==> src/rtl/ecat_pkg.sv <==
package ecat_pkg;

   // width of the bias accumulator: holds up to 2*Q-1 before halving
   function automatic int bias_width(input int q);
      return $clog2(q) + 2;
   endfunction

   // width of one input word for a P-bit result
   function automatic int word_width(input int p);
      return p - 1;
   endfunction

endpackage

==> src/rtl/ecat_fa.sv <==
module ecat_fa (
   input  logic a_i,
   input  logic b_i,
   input  logic c_i,
   output logic s_o,
   output logic co_o
);
   assign s_o  = a_i ^ b_i ^ c_i;
   assign co_o = (a_i & b_i) | (a_i & c_i) | (b_i & c_i);
endmodule

==> src/rtl/ecat_ha.sv <==
module ecat_ha (
   input  logic a_i,
   input  logic b_i,
   output logic s_o,
   output logic co_o
);
   assign s_o  = a_i ^ b_i;
   assign co_o = a_i & b_i;
endmodule

==> src/rtl/ecat_csa_row.sv <==
// One carry-save row: three operands in, sum and shifted carry out (mod 2^WIDTH).
module ecat_csa_row #(
   parameter int unsigned WIDTH = 12
) (
   input  logic [WIDTH-1:0] a_i,
   input  logic [WIDTH-1:0] b_i,
   input  logic [WIDTH-1:0] d_i,
   output logic [WIDTH-1:0] sum_o,
   output logic [WIDTH-1:0] carry_o
);
   logic [WIDTH-2:0] maj;

   for (genvar b = 0; b < WIDTH - 1; b++) begin : g_cell
      ecat_fa u_fa (
         .a_i  (a_i[b]),
         .b_i  (b_i[b]),
         .c_i  (d_i[b]),
         .s_o  (sum_o[b]),
         .co_o (maj[b])
      );
   end

   // the top column's carry would leave the word, so only its sum is formed
   assign sum_o[WIDTH-1] = a_i[WIDTH-1] ^ b_i[WIDTH-1] ^ d_i[WIDTH-1];
   assign carry_o        = {maj, 1'b0};
endmodule

==> src/rtl/ecat_cpa.sv <==
// Ripple carry-propagate adder, half-adder at bit 0, result mod 2^WIDTH.
module ecat_cpa #(
   parameter int unsigned WIDTH = 12
) (
   input  logic [WIDTH-1:0] a_i,
   input  logic [WIDTH-1:0] b_i,
   output logic [WIDTH-1:0] sum_o
);
   logic [WIDTH-1:1] cy;

   ecat_ha u_ha0 (
      .a_i  (a_i[0]),
      .b_i  (b_i[0]),
      .s_o  (sum_o[0]),
      .co_o (cy[1])
   );

   for (genvar b = 1; b < WIDTH - 1; b++) begin : g_bit
      ecat_fa u_fa (
         .a_i  (a_i[b]),
         .b_i  (b_i[b]),
         .c_i  (cy[b]),
         .s_o  (sum_o[b]),
         .co_o (cy[b+1])
      );
   end

   assign sum_o[WIDTH-1] = a_i[WIDTH-1] ^ b_i[WIDTH-1] ^ cy[WIDTH-1];
endmodule

==> src/rtl/ecat_bias.sv <==
// Rounded compensation bias from the first DIAG diagonals below the kept columns.
// Columns are folded from the deepest upwards; each fold halves with floor,
// which composes to the floor of the whole weighted sum.
module ecat_bias
   import ecat_pkg::*;
#(
   parameter int unsigned Q    = 9,
   parameter int unsigned W    = 11,
   parameter int unsigned DIAG = 3,
   localparam int unsigned BW  = bias_width(Q)
) (
   input  logic [Q*W-1:0] words_i,
   output logic [BW-1:0]  bias_o
);
   logic [BW-1:0] acc;

   always_comb begin
      acc = '0;
      for (int c = DIAG; c >= 1; c--) begin
         for (int j = c; j < Q; j++) begin
            acc = acc + BW'(words_i[j*W + j - c]);
         end
         // the rounding half enters at the column of weight 1/2
         acc = acc + BW'(c == 1);
         acc = acc >> 1;
      end
   end

   assign bias_o = acc;
endmodule

==> src/rtl/ecat_tree.sv <==
module ecat_tree
   import ecat_pkg::*;
#(
   parameter int unsigned P          = 12,
   parameter int unsigned Q          = 9,
   parameter int unsigned DIAG       = 3,
   parameter bit          COMPENSATE = 1'b1,
   localparam int unsigned W         = word_width(P),
   localparam int unsigned BW        = bias_width(Q),
   localparam int unsigned N         = Q + 1
) (
   input  logic           clk,
   input  logic           rst_n,
   input  logic           valid_i,
   input  logic [Q*W-1:0] words_i,
   output logic           valid_o,
   output logic [P-1:0]   sum_o
);
   // ---------------- elaboration-time parameter checks ----------------
   if (P < 4) begin : g_bad_p
      $error("ecat_tree: P must be at least 4");
   end
   if (Q < 2 || Q > P) begin : g_bad_q
      $error("ecat_tree: Q must lie between 2 and P");
   end
   if (DIAG < 1 || DIAG > Q - 1) begin : g_bad_diag
      $error("ecat_tree: DIAG must lie between 1 and Q-1");
   end

   // ---------------- aligned operands ----------------
   logic [P-1:0] op [N];
   logic [Q-1:0] signs;
   logic [BW-1:0] bias;

   for (genvar j = 0; j < Q; j++) begin : g_word
      logic signed [W-1:0] wj;
      assign wj       = words_i[j*W +: W];
      assign signs[j] = wj[W-1];
      // floor(word / 2^j), sign-extended by one bit to the result width
      assign op[j]    = {wj[W-1], wj >>> j};
   end

   if (COMPENSATE) begin : g_comp
      ecat_bias #(
         .Q    (Q),
         .W    (W),
         .DIAG (DIAG)
      ) u_bias (
         .words_i (words_i),
         .bias_o  (bias)
      );

      assert_bias_bound_R4 : assert property (
         @(posedge clk) disable iff (!rst_n)
         valid_i |-> (int'(bias) <= int'(Q) - 1)
      ) else $error("bias exceeds Q-1");
   end else begin : g_trunc
      assign bias = '0;
   end

   assign op[Q] = P'(bias);

   // ---------------- carry-save chain ----------------
   logic [P-1:0] st_s [1:N-1];
   logic [P-1:0] st_c [1:N-1];
   logic [P-1:0] fin;

   assign st_s[1] = op[0];
   assign st_c[1] = op[1];

   for (genvar k = 2; k < N; k++) begin : g_row
      ecat_csa_row #(
         .WIDTH (P)
      ) u_row (
         .a_i     (st_s[k-1]),
         .b_i     (st_c[k-1]),
         .d_i     (op[k]),
         .sum_o   (st_s[k]),
         .carry_o (st_c[k])
      );
   end

   ecat_cpa #(
      .WIDTH (P)
   ) u_cpa (
      .a_i   (st_s[N-1]),
      .b_i   (st_c[N-1]),
      .sum_o (fin)
   );

   // ---------------- output register ----------------
   always_ff @(posedge clk or negedge rst_n) begin
      if (!rst_n) begin
         valid_o <= 1'b0;
         sum_o   <= '0;
      end else begin
         valid_o <= valid_i;
         if (valid_i) begin
            sum_o <= fin;
         end
      end
   end

   // ---------------- assertions ----------------
   assert_valid_delay_R2 : assert property (
      @(posedge clk) disable iff (!rst_n)
      $past(rst_n) |-> (valid_o == $past(valid_i))
   ) else $error("valid_o does not follow valid_i by one cycle");

   assert_hold_R6 : assert property (
      @(posedge clk) disable iff (!rst_n)
      ($past(rst_n) && !$past(valid_i)) |-> $stable(sum_o)
   ) else $error("sum_o changed without a valid input");

   assert_no_overflow_R5 : assert property (
      @(posedge clk) disable iff (!rst_n)
      (valid_i && (signs == '0)) |-> !fin[P-1]
   ) else $error("non-negative words produced a negative sum");

   assert_no_underflow_R5 : assert property (
      @(posedge clk) disable iff (!rst_n)
      (valid_i && (&signs)) |-> fin[P-1]
   ) else $error("negative words produced a non-negative sum");

endmodule

==> config.mk <==
export PLATFORM = sky130hd
export DESIGN_NAME = ecat_tree
export DESIGN_NICKNAME = d
export VERILOG_FILES = /design/src/rtl/ecat_pkg.sv /design/src/rtl/ecat_fa.sv /design/src/rtl/ecat_ha.sv /design/src/rtl/ecat_csa_row.sv /design/src/rtl/ecat_cpa.sv /design/src/rtl/ecat_bias.sv /design/src/rtl/ecat_tree.sv
export SDC_FILE = /design/constraint.sdc
export NUM_CORES = 1
export LEC_CHECK = 0
export CAP_MARGIN = 20
export CORE_MARGIN = 5
export CORE_UTILIZATION = 51
export CTS_CLUSTER_SIZE = 10
export DETAILED_ROUTE_END_ITERATION = 12
export PLACE_DENSITY = 0.92
export SLEW_MARGIN = 15
export SYNTH_ARGS = -nofsm -noshare
export SYNTH_HDL_FRONTEND = slang
export SYNTH_HIERARCHICAL = 1
export SYNTH_SLANG_ARGS = --single-unit
==> constraint.sdc <==
create_clock -name clk -period 1.78 [get_ports clk]
set_clock_uncertainty 0.05 [all_clocks]
set_input_delay 0.356 -clock clk [delete_from_list [all_inputs] [get_ports clk]]
set_output_delay 0.356 -clock clk [all_outputs]
set_load 0.01 [all_outputs]
==> Yosys cells after proc, flatten, opt, wreduce, memory -nomap -nowiden <==
Index checks and enable logic that the tools add are counted.
{ "classes": {"add_sub_neg": 21, "bitwise": 630} }
{ "ops": {"columns": ["op", "n"], "rows": [
  ["bitwise AND 1 bit", 265],
  ["bitwise XOR 1 bit", 197],
  ["OR 1 bit", 168],
  ["adder 6 x 1 -> 6 bit", 17],
  ["adder 5 x 1 -> 6 bit", 2],
  ["adder 6 x 1 -> 6 bit, second input constant", 1],
  ["adder 1 x 1 -> 2 bit", 1]
]} }
{ "totals": {"regBits": 13, "inputBits": 102, "output_inout_bits": 13} }

==> Logic depth before layout (Yosys ltp) <==
{ "depth": {"word_depth": 52, "ltp_mapped": 29, "ltp_nobuf": 29} }

==> By module <==
The synthesis kept the hierarchy.
{ "modules_own_cells": {"columns": ["mod", "n_inst", "cells_each", "area_each_um2"], "rows": [
  ["ecat_fa", 98, 1, 20.0],
  ["ecat_bias", 1, 61, 576.8],
  ["ecat_tree", 1, 27, 513.0],
  ["ecat_csa_row", 8, 3, 35.0],
  ["ecat_cpa", 1, 1, 23.8],
  ["ecat_ha", 1, 1, 12.5]
]} }

==> Worst setup path before layout <==
Ideal clock, no wire load.
{ "synth_path": {"path_type": "in2reg", "from": "input port words_i[33]", "to": "register sum_o[11]", "setup_time_ps": 125, "arrival_ps": 9756, "slack_ps": -8151, "path_stages": 28, "cell_sequence": "fa_1 inv_1 fa_1 nand2b_1 fa_1 fa_1 nor2b_1 fa_1 inv_1 fa_1 fa_1 fa_1 nor2b_4 fa_1 xor2_1 fa_1 fa_1 fa_1 fa_1 fa_1 fa_1 fa_1 fa_1 fa_1 fa_1 fa_1 xor3_1 mux2_2"} }
{ "synth_lines": {"columns": ["element", "line", "text"], "rows": [
  ["start: declaration", "ecat_tree.sv:15", "input logic [Q*W-1:0] words_i,"],
  ["end signal: assignment", "ecat_tree.sv:99", "sum_o <= fin;"],
  ["end: declaration", "ecat_tree.sv:17", "output logic [P-1:0] sum_o"]
]} }

==> run metrics <==
status=finished with violations; violated checks=setup timing; worst hold path class=input pin to asynchronous set/reset pin; Reg clk slew, reported paths=0.05 ns; post-synth cell types=17; crit path capture type=flip-flop; share of layout cells above drive strength 1=16.46%; die area=0.008329 mm2; WP data arrival=9.73 ns; dpl ws=-8.533 ns; root buf cell=clkbuf_8; Final Cycle Share=542.2%; YS warnings=6; fin. max-slew vios=0; synthesized area=0.003368 mm2; initial core utilization=52.74%; Initial DRC Count=30; Via density=4.891; register area share after synthesis=9.658%; CTS H-Tree Depth=1; CTS buffer count=3; Port Buffers=99; DRC Markers=0; Antenna Nets Post-Route=0; die height=91.27 um; crit start category=input pin; syn_area_per_cell=15.89 um2; core area=0.006386 mm2; Placer Congestion=0.8305; RSZ-0062 raised after global routing=true; Nets=552; clk buf depth=2; FP Rows=29; FF-to-FF setup slack=0.96 ns; I/O pin cnt=115; WP data required=1.86 ns; largest stage delay on the critical path=0.57 ns; setup_tns=-74.65 ns; Die X=91.27 um; FF+latch count, synth=13; total track usage=17.42%; DRT Pass-1 Iters=4; CP Max Fanout=2; slew margin rel.=61.70%; initial antenna violation count=0; Vias=1981; Total Routed Length=7061 um; first-pass GRT wire length=11550 um; DR WL met2=4091 um; number of global-route vias before repair=2511; Top Layer Used=met4; cells after synthesis=212; largest net degree at the start of global routing=14; # fillers=401; wl on met1=2527 um; endpoints failing hold=0; HPWL after detailed placement=6328 um; crit path kind=input pin to flip-flop; total congestion overflow=0; met3 wire len=398 um; area delta synth->final=37.89%; TritonCTS clock tree=yes; Peak Freq=0.1036 GHz; CP max stage cell=fa_1; setup ws final=-7.871 ns; slew of the pin with the lowest slew margin=0.5727 ns; Final min period=9.651 ns; Skew-Pair Late Insertion Delay=0.24 ns; total clock sinks=13; most used cell, CP=fa_2; Max-cap violations=0; Setup Viol. Count Final=12; ANT cells=0; DR WL/cell=17.43 um
==> worst paths after layout <==
kind / start / endpoint / depth (start not counted)
setup / recovery: words_i[45] / sum_o[11]$_DFFE_PN0P_ / 29
hold / removal: rst_n / sum_o[9]$_DFFE_PN0P_ / 1
setup reg to reg: sum_o[10]$_DFFE_PN0P_ / sum_o[10]$_DFFE_PN0P_ / 1
hold reg to reg: sum_o[8]$_DFFE_PN0P_ / sum_o[8]$_DFFE_PN0P_ / 1
max in group asynchronous: rst_n / sum_o[0]$_DFFE_PN0P_ / 1
min in group clk: sum_o[8]$_DFFE_PN0P_ / sum_o[8]$_DFFE_PN0P_ / 1
==> cell usage after synthesis (all sizes together) <==
cell / count / share of area, %
a31o: 1 / 0.26
fa: 111 / 66
conb: 10 / 1.1
a21o: 3 / 0.67
ha: 10 / 3.7
buf: 11 / 2.6
dfrtp: 13 / 9.7
nor2b: 3 / 0.78
mux2: 12 / 5.1
xor2: 3 / 0.78
nand2b: 1 / 0.19
a21oi: 1 / 0.15
inv: 24 / 2.7
xor3: 9 / 6.4
==> area by class of cell <==
| class | count | area, um2 | share of cell area [%] |
|---|---|---|---|
| Inverter | 24 | 90.09 | 1.940 |
| Clock buffer | 4 | 45.04 | 0.9698 |
| Multi-Input combinational cell | 170 | 2952 | 63.55 |
| Timing Repair Buffer | 117 | 1136 | 24.46 |
| Tap cell | 77 | 96.34 | 2.074 |
| Sequential cell | 13 | 325.3 | 7.004 |
==> through the flow <==
| step | cell area (um2) | std cells | utilization, % | hold WS [ns] |
|---|---|---|---|---|
| 2_1_floorplan | 3426 | 218 | - | 0.01041 |
| 3_3_place_gp | 4559 | 399 | 71.40 | 0.4440 |
| 3_5_place_dp | 4559 | 399 | 71.40 | 0.4468 |
| 4_1_cts | 4623 | 404 | 72.39 | 0.4538 |
| 5_1_grt | 4644 | 405 | 72.73 | 0.4731 |
| 6_report | 4644 | 405 | 72.73 | 0.4328 |
==> sequential cells by signal, indices dropped and copies added (netlist names) <==
signal and cells:
valid_o 1, sum_o 12
==> worst max-delay path: cells and delay by family <==
kind / cells / cell delay [ns]
xor gates and xnor gates: 2 / 0.35
adders and majority gates: 20 / 8.14
buffers and inverters: 3 / 0.21
muxes: 1 / 0.26
and+or+nand+nor: 3 / 0.39
==> cells in the final DEF, fill, tap and decap left out <==
cell type / count
a21o_1: 3
a21oi_1: 1
a31o_1: 1
buf_12: 1
buf_2: 1
buf_4: 17
buf_6: 2
clkbuf_1: 1
clkbuf_8: 3
clkdlybuf4s50_1: 96
conb_1: 16
dfrtp_1: 13
fa_1: 99
fa_2: 12
ha_1: 10
inv_1: 23
inv_2: 1
mux2_4: 12
nand2b_4: 1
nor2b_1: 1
nor2b_2: 1
nor2b_4: 1
xor2_1: 1
xor2_2: 2
xor3_1: 9
==> kinds of logic after synthesis <==
logic type                 Yosys count  synth area share (%)
other                               10                 1.115
xor gates and xnor gates            12                 7.133
and+or+nand+nor                      4                0.9658
muxes                               12                 5.126
adders and majority gates          121                 69.69
DFF                                 13                 9.658
AOI/OAI and AO/OA                    5                 1.077
buffers and inverters               35                 5.238
==> timing repair <==
item                       CTS  global route
gates resized for setup     19             2
hold buffers                 0             0
buffers inserted             1             1
setup endpoints to repair   12            12
pin swaps                   21            21
==> layer usage <==
| metal | up-vias | track usage [%] |
|---|---|---|
| li1 | 842 | - |
| met1 | 1059 | 21.55 |
| met2 | 76 | 33.29 |
| met3 | 4 | 2.975 |
| met4 | 0 | 1.100 |
| met5 | - | 0 |
Power is not shown: default switching activity piles up to over one toggle a cycle in this logic, so the estimate is an artifact.
